<file path="config.mk">
export PLATFORM = sky130hd
export DESIGN_NAME = pwb_ctrl
export DESIGN_NICKNAME = d
export VERILOG_FILES = /design/src/rtl/pwb_pkg.sv /design/src/rtl/pwb_decide.sv /design/src/rtl/pwb_store.sv /design/src/rtl/pwb_launch.sv /design/src/rtl/pwb_ctrl.sv
export SDC_FILE = /design/constraint.sdc
export NUM_CORES = 1
export LEC_CHECK = 0
export ABC_AREA = 1
export CAP_MARGIN = 5
export CORE_ASPECT_RATIO = 1.5
export CORE_MARGIN = 2
export CORE_UTILIZATION = 57
export CTS_BUF_LIST = sky130_fd_sc_hd__clkbuf_16
export CTS_CLUSTER_DIAMETER = 80
export DETAILED_ROUTE_END_ITERATION = 10
export DONT_BUFFER_PORTS = 1
export PLACE_DENSITY = 0.77
export SETUP_SLACK_MARGIN = 0.3
export SLEW_MARGIN = 20
export SYNTH_ARGS = -nofsm -noshare
export SYNTH_HDL_FRONTEND = slang
export SYNTH_SLANG_ARGS = --single-unit
</file>
<file path="constraint.sdc">
create_clock -name clk_i -period 1.6 [get_ports clk_i]
set_input_delay 0.32 -clock clk_i [delete_from_list [all_inputs] [get_ports clk_i]]
set_output_delay 0.32 -clock clk_i [all_outputs]
set_load 0.03 [all_outputs]
</file>
<file path="src/rtl/pwb_pkg.sv">
package pwb_pkg;
  localparam logic [3:0] CMD_IO_RD   = 4'b0010;
  localparam logic [3:0] CMD_IO_WR   = 4'b0011;
  localparam logic [3:0] CMD_MEM_RD  = 4'b0110;
  localparam logic [3:0] CMD_MEM_WR  = 4'b0111;
  localparam logic [3:0] CMD_MEM_WRI = 4'b1111;

  typedef enum logic [1:0] {CLS_NONE, CLS_MWR, CLS_PASS} cmd_cls_e;
  typedef enum logic [1:0] {LS_IDLE, LS_DRAIN, LS_FWD} lstate_e;

  function automatic cmd_cls_e classify(input logic [3:0] cmd);
    case (cmd)
      CMD_MEM_WR, CMD_MEM_WRI:         return CLS_MWR;
      CMD_MEM_RD, CMD_IO_RD, CMD_IO_WR: return CLS_PASS;
      default:                         return CLS_NONE;
    endcase
  endfunction
endpackage

</file>
<file path="src/rtl/pwb_decide.sv">
module pwb_decide
  import pwb_pkg::*;
(
  input  logic     valid_i,
  input  cmd_cls_e cls_i,
  input  logic     post_en_i,
  input  logic     busy_i,
  input  logic     full_i,
  input  logic     fwd_active_i,
  output logic     post_o,
  output logic     fwd_o,
  output logic     retry_o
);
  always_comb begin
    post_o  = 1'b0;
    fwd_o   = 1'b0;
    retry_o = 1'b0;
    if (valid_i && !fwd_active_i) begin
      case (cls_i)
        CLS_MWR: begin
          if (full_i)         retry_o = 1'b1;
          else if (busy_i)    retry_o = 1'b1;
          else if (post_en_i) post_o  = 1'b1;
          else                fwd_o   = 1'b1;
        end
        CLS_PASS: begin
          if (full_i || busy_i) retry_o = 1'b1;
          else                  fwd_o   = 1'b1;
        end
        default: ;
      endcase
    end
  end
endmodule

</file>
<file path="src/rtl/pwb_store.sv">
module pwb_store #(
  parameter int ADDR_W = 32,
  parameter int DATA_W = 32,
  localparam int BE_W  = DATA_W / 8
) (
  input  logic              clk_i,
  input  logic              rst_ni,
  input  logic              load_i,
  input  logic              clear_i,
  input  logic [ADDR_W-1:0] addr_i,
  input  logic [DATA_W-1:0] data_i,
  input  logic [BE_W-1:0]   be_i,
  output logic              full_o,
  output logic [ADDR_W-1:0] addr_o,
  output logic [DATA_W-1:0] data_o,
  output logic [BE_W-1:0]   be_o
);
  always_ff @(posedge clk_i or negedge rst_ni) begin
    if (!rst_ni) begin
      full_o <= 1'b0;
      addr_o <= '0;
      data_o <= '0;
      be_o   <= '0;
    end else if (load_i) begin
      full_o <= 1'b1;
      addr_o <= addr_i;
      data_o <= data_i;
      be_o   <= be_i;
    end else if (clear_i) begin
      full_o <= 1'b0;
    end
  end

  AST_NO_LOAD_WHEN_FULL: assert property (@(posedge clk_i) disable iff (!rst_ni)
    load_i |-> !full_o);
endmodule

</file>
<file path="src/rtl/pwb_launch.sv">
module pwb_launch
  import pwb_pkg::*;
#(
  parameter int ADDR_W = 32,
  parameter int DATA_W = 32,
  localparam int BE_W  = DATA_W / 8
) (
  input  logic              clk_i,
  input  logic              rst_ni,
  input  logic              fwd_i,
  input  logic              fwd_write_i,
  input  logic              fwd_io_i,
  input  logic [ADDR_W-1:0] fwd_addr_i,
  input  logic [DATA_W-1:0] fwd_data_i,
  input  logic [BE_W-1:0]   fwd_be_i,
  input  logic              buf_full_i,
  input  logic [ADDR_W-1:0] buf_addr_i,
  input  logic [DATA_W-1:0] buf_data_i,
  input  logic [BE_W-1:0]   buf_be_i,
  input  logic              busy_i,
  input  logic              done_i,
  output lstate_e           state_o,
  output logic              buf_clear_o,
  output logic              fwd_done_o,
  output logic              start_o,
  output logic              write_o,
  output logic              io_o,
  output logic [ADDR_W-1:0] addr_o,
  output logic [DATA_W-1:0] data_o,
  output logic [BE_W-1:0]   be_o
);
  lstate_e state_q;

  always_ff @(posedge clk_i or negedge rst_ni) begin
    if (!rst_ni) begin
      state_q <= LS_IDLE;
      start_o <= 1'b0;
      write_o <= 1'b0;
      io_o    <= 1'b0;
      addr_o  <= '0;
      data_o  <= '0;
      be_o    <= '0;
    end else begin
      start_o <= 1'b0;
      case (state_q)
        LS_IDLE: begin
          if (fwd_i) begin
            state_q <= LS_FWD;
            start_o <= 1'b1;
            write_o <= fwd_write_i;
            io_o    <= fwd_io_i;
            addr_o  <= fwd_addr_i;
            data_o  <= fwd_data_i;
            be_o    <= fwd_be_i;
          end else if (buf_full_i && !busy_i) begin
            // drain the posted write
            state_q <= LS_DRAIN;
            start_o <= 1'b1;
            write_o <= 1'b1;
            io_o    <= 1'b0;
            addr_o  <= buf_addr_i;
            data_o  <= buf_data_i;
            be_o    <= buf_be_i;
          end
        end
        LS_DRAIN: if (done_i) state_q <= LS_IDLE;
        LS_FWD:   if (done_i) state_q <= LS_IDLE;
        default:  state_q <= LS_IDLE;
      endcase
    end
  end

  assign state_o     = state_q;
  assign buf_clear_o = (state_q == LS_DRAIN) && done_i;
  assign fwd_done_o  = (state_q == LS_FWD) && done_i;

  AST_START_ONE_CYCLE: assert property (@(posedge clk_i) disable iff (!rst_ni)
    start_o |=> !start_o);
  AST_START_IN_FLIGHT: assert property (@(posedge clk_i) disable iff (!rst_ni)
    start_o |-> state_q != LS_IDLE);
  AST_FWD_NEEDS_EMPTY: assert property (@(posedge clk_i) disable iff (!rst_ni)
    fwd_i |-> !buf_full_i);
endmodule

</file>
<file path="src/rtl/pwb_ctrl.sv">
module pwb_ctrl
  import pwb_pkg::*;
#(
  parameter int ADDR_W      = 32,
  parameter int DATA_W      = 32,
  parameter int CTRL_W      = 8,
  parameter int POST_EN_BIT = 2,
  localparam int BE_W       = DATA_W / 8
) (
  input  logic              clk_i,
  input  logic              rst_ni,
  input  logic [CTRL_W-1:0] cfg_i,
  input  logic              sys_valid_i,
  input  logic [3:0]        sys_cmd_i,
  input  logic [ADDR_W-1:0] sys_addr_i,
  input  logic [DATA_W-1:0] sys_data_i,
  input  logic [BE_W-1:0]   sys_be_i,
  output logic              sys_ready_o,
  output logic              sys_retry_o,
  output logic [DATA_W-1:0] sys_rdata_o,
  input  logic              exp_busy_i,
  input  logic              exp_done_i,
  input  logic [DATA_W-1:0] exp_rdata_i,
  output logic              exp_start_o,
  output logic              exp_write_o,
  output logic              exp_io_o,
  output logic [ADDR_W-1:0] exp_addr_o,
  output logic [DATA_W-1:0] exp_data_o,
  output logic [BE_W-1:0]   exp_be_o
);
  cmd_cls_e          cls;
  lstate_e           lstate;
  logic              dec_post, dec_fwd, dec_retry;
  logic              buf_full, buf_clear, fwd_done;
  logic              fwd_write, fwd_io;
  logic [ADDR_W-1:0] buf_addr;
  logic [DATA_W-1:0] buf_data;
  logic [BE_W-1:0]   buf_be;

  assign cls       = classify(sys_cmd_i);
  assign fwd_write = (cls == CLS_MWR) || (sys_cmd_i == CMD_IO_WR);
  assign fwd_io    = (sys_cmd_i == CMD_IO_RD) || (sys_cmd_i == CMD_IO_WR);

  pwb_decide u_decide (
    .valid_i      (sys_valid_i),
    .cls_i        (cls),
    .post_en_i    (cfg_i[POST_EN_BIT]),
    .busy_i       (exp_busy_i),
    .full_i       (buf_full),
    .fwd_active_i (lstate == LS_FWD),
    .post_o       (dec_post),
    .fwd_o        (dec_fwd),
    .retry_o      (dec_retry)
  );

  pwb_store #(.ADDR_W(ADDR_W), .DATA_W(DATA_W)) u_store (
    .clk_i   (clk_i),
    .rst_ni  (rst_ni),
    .load_i  (dec_post),
    .clear_i (buf_clear),
    .addr_i  (sys_addr_i),
    .data_i  (sys_data_i),
    .be_i    (sys_be_i),
    .full_o  (buf_full),
    .addr_o  (buf_addr),
    .data_o  (buf_data),
    .be_o    (buf_be)
  );

  pwb_launch #(.ADDR_W(ADDR_W), .DATA_W(DATA_W)) u_launch (
    .clk_i       (clk_i),
    .rst_ni      (rst_ni),
    .fwd_i       (dec_fwd),
    .fwd_write_i (fwd_write),
    .fwd_io_i    (fwd_io),
    .fwd_addr_i  (sys_addr_i),
    .fwd_data_i  (sys_data_i),
    .fwd_be_i    (sys_be_i),
    .buf_full_i  (buf_full),
    .buf_addr_i  (buf_addr),
    .buf_data_i  (buf_data),
    .buf_be_i    (buf_be),
    .busy_i      (exp_busy_i),
    .done_i      (exp_done_i),
    .state_o     (lstate),
    .buf_clear_o (buf_clear),
    .fwd_done_o  (fwd_done),
    .start_o     (exp_start_o),
    .write_o     (exp_write_o),
    .io_o        (exp_io_o),
    .addr_o      (exp_addr_o),
    .data_o      (exp_data_o),
    .be_o        (exp_be_o)
  );

  assign sys_ready_o = dec_post || fwd_done;
  assign sys_retry_o = dec_retry;
  assign sys_rdata_o = exp_rdata_i;

  AST_READY_RETRY_EXCL: assert property (@(posedge clk_i) disable iff (!rst_ni)
    !(sys_ready_o && sys_retry_o));
  AST_FULL_RETRIES: assert property (@(posedge clk_i) disable iff (!rst_ni)
    (sys_valid_i && cls == CLS_MWR && buf_full && lstate != LS_FWD) |-> sys_retry_o);
  AST_POST_FILLS: assert property (@(posedge clk_i) disable iff (!rst_ni)
    (sys_ready_o && lstate != LS_FWD) |=> buf_full);
  AST_PASS_NO_LOAD: assert property (@(posedge clk_i) disable iff (!rst_ni)
    (sys_valid_i && cls == CLS_PASS) |=> !$rose(buf_full));
  AST_NOPOST_NO_LOAD: assert property (@(posedge clk_i) disable iff (!rst_ni)
    (sys_valid_i && !cfg_i[POST_EN_BIT]) |=> !$rose(buf_full));
  AST_EMPTY_AFTER_DONE: assert property (@(posedge clk_i) disable iff (!rst_ni)
    (lstate == LS_DRAIN && exp_done_i) |=> !buf_full);
  AST_OTHER_SILENT: assert property (@(posedge clk_i) disable iff (!rst_ni)
    (sys_valid_i && cls == CLS_NONE && lstate != LS_FWD) |-> !(sys_ready_o || sys_retry_o));
endmodule

</file>
==> results.md <==
- Critical path class: flop to flop
- CP endpoint kind: flop
- Post-synthesis instance area: 6890 sq um
- Leakage: 5.46 nW
- Xor-xnor portion of the synthesized cell area: 0%
- CP bufs+invs: 5
- Pin count of the biggest net entering global routing: 143
- Mapped Cells: 897
- Post-Synthesis Net Count: 1,019
- Area of the multi-input gates: 3740 sq um
- Pwr Total: 14.6 mW
- Unrepaired setup endpoints after global routing: yes
- Gr usage total: 38.4%
- Area fraction in compound gates after synthesis: 5.48%
- Largest family of logic cells by synthesized area: simple AND/OR/NAND/NOR gates
- Worst path slowest cell: dfrtp_1
- Buffers added on ports: 0
- CTS Sinks: 142
- Synth Register Bits: 142
- Synth top area share: 51.6%
- Initial antenna violation count: 1
- Peak VDD IR: 866 uV
- Post-route antenna net violation count: 0
- CP max FO: 6
- Seq. cell area: 3570 sq um
- Syn. warnings: 0
- Die Width: 93.8 um
- Cells along the critical path: ha_4 > inv_4 > nand3_4 > nor2_4 > buf_6 > nand2_8 > buf_8 > buf_6 > buf_16 > nand2_2 > nand2_1 > nand2_1 > nand2_1
- First-pass GRT wire length: 37,900 um
- Fin. max-slew vios: 0
- DRC: 0
- Final WL: 30,600 um
- Diode count: 0
- CP most frequent cell: nand2_1
- Root buf cell: clkbuf_16
- Layout cells sized above 1: 42.7%
- Mux contribution to synthesized area: 0%
- Setup TNS: -54.87 ns
- Pre-CTS setup slack: -0.251 ns
- Most common cell after layout, fill and taps aside: nand2_1
- Vias in the first global route: 6,855
- Max-cap viol count: 0
- CP peak stage delay: 0.44 ns
- Top cells by area, synth: dfrtp_1 (52%), nand2_1 (19%), nand3_1 (10%)
- Die Y: 139 um
- Vias per cell: 6.59
- Failing checks: negative hold slack, negative setup slack
- CTS H-tree depth: 4
- PnR worst setup slack: -0.625 ns
- Wire per inst: 27.7 um
- Syn_area_per_cell: 7.68 sq um
- Initial Util: 58.0%
- # IOs: 222
- Nets: 1,063
- Minimum clock period: 2.23 ns
- Max_slew headroom: 67.2%
- Commonest non-fill, non-tap cells in the layout: nand2_1 (180), nand3_1 (133), dfrtp_1 (127)
- Period utilisation layout: 139%
- Clock buffer depth: 2
- Area leader, netlist: dfrtp_1
- Critical path startpoint category: flop
- Global route overflow: 0
- Worst clock skew: 0.0179 ns
- Crit-path leading delay family: simple AND/OR/NAND/NOR gates
- Routability Congestion: 0.777
- F_max: 449 MHz
- Arrival time at the worst endpoint: 2.54 ns
- Fill count: 493
- Fin. Hold Viols: 142
- Core ar.: 11,900 sq um
- Area growth, synth to finish: 51.7%
- CTS tree: yes
- HP Class: primary input to asynchronous set/reset pin
- Yosys cell types: 19
- Pwr dens: 1400 nW/um^2
- Cts bufs inserted: 17
- Worst-skew pair later-pin latency: 0.44 ns
- Adder-Cell Fraction of Synth Area: 0.908%
- Slew @ Worst Pin: 0.492 ns
- First drt pass iteration count: 8
- Rows: 49
- Initial drt markers: 948
- Sequential element share of the synthesized area: 51.6%
- Post-DP HPWL: 10,100 um
- Die area: 13,000 sq um
- Synth Area in Simple Gates: 30.6%
- Vias: 7,300
- Hold WS: -0.408 ns
- Status: finished with violations
- Worst-path clk slew: 0.07 ns
- Data required, critical path: 1.91 ns
- # setup viols final: 144
-- cells in the mapped netlist --
cell,number
nand2_1,352
dfrtp_1,142
nand3_1,142
inv_1,79
o21ai_0,50
buf_4,39
clkbuf_1,37
o21ai_1,21
buf_1,8
buf_2,6
ha_1,5
nand4_1,4
a21oi_1,3
nor2_1,3
nand2_2,2
nand3_2,1
nor2_4,1
o21bai_1,1
or2_4,1
-- power breakdown --
part,switching [mW],internal [mW]
combinational,2.18,1.78
clock,1.72,2.13
sequential,2.21,4.61
-- stage by stage --
stage	util [%]	hold slack, ns	area [sq um]	cells
6_report	87.9	-0.408	10500	1107
3_5_place_dp	58.7	0.0283	6980	994
4_1_cts	78.8	-0.410	9370	1093
2_1_floorplan	-	0.0244	6970	897
3_3_place_gp	58.7	0.0273	6980	994
5_1_grt	87.9	-0.419	10500	1107
-- state kept, by name, indices dropped and copies added, names as in the netlist --
register,cells
u_launch.addr_o,32
u_launch.be_o,4
u_launch.data_o,32
u_launch.io_o,1
u_launch.start_o,1
u_launch.state_o,2
u_launch.write_o,1
u_store.addr_o,32
u_store.be_o,4
u_store.data_o,32
u_store.full_o,1
-- worst paths after layout --
path                                          start                  end  slack, ns  cells past startpoint
max in group asynchronous                    rst_ni  u_launch.addr_o[24]       1.81                      0
worst max-delay path            u_launch.state_o[1]  u_launch.data_o[15]      -0.63                     13
worst min register to register    u_store.data_o[5]    u_store.data_o[5]       0.50                      2
worst max register to register  u_launch.state_o[1]  u_launch.data_o[15]      -0.63                     13
worst min-delay path                         rst_ni   u_store.data_o[13]      -0.41                      0
min in group clk_i                   sys_addr_i[13]   u_store.addr_o[13]       0.01                      2
-- cell type report --
| class | count | area share, % |
|---|---|---|
| multi-input combinational | 586 | 35.8 |
| inverter | 79 | 2.88 |
| tap | 153 | 1.83 |
| sequential | 142 | 34.2 |
| timing repair buffer | 115 | 20.1 |
| clock buffer | 17 | 4.07 |
| clock inverter | 15 | 1.17 |
-- worst register-to-register path, delay by kind of cell (launching register included) --
| family | cells | cell delay, ns |
|---|---|---|
| buf+inv | 5 | 0.69 |
| simple gates | 7 | 0.80 |
| fa+ha+maj | 1 | 0.20 |
| flops | 1 | 0.44 |
-- timing repair --
action                                  CTS  global route
cloned                                   33             2
endpoints found under the setup margin  146           158
pin swaps                                 6            45
setup buffers                            34            12
endpoints found under the hold margin   142           142
gates resized for setup                 223           256
-- layer usage --
metal	global-route usage, %	wire length, um	vias to the layer above
met1	44.5	9270	3455
met2	62.6	14300	676
met4	22.0	2970	2
met5	0	20	-
li1	-	-	2888
met3	11.4	4060	279
-- logic make-up after synthesis --
logic type / count (synthesis)
flops: 142
simple gates: 506
compound gates: 75
buf+inv: 169
fa+ha+maj: 5
Power figures use the tool's default switching activity.
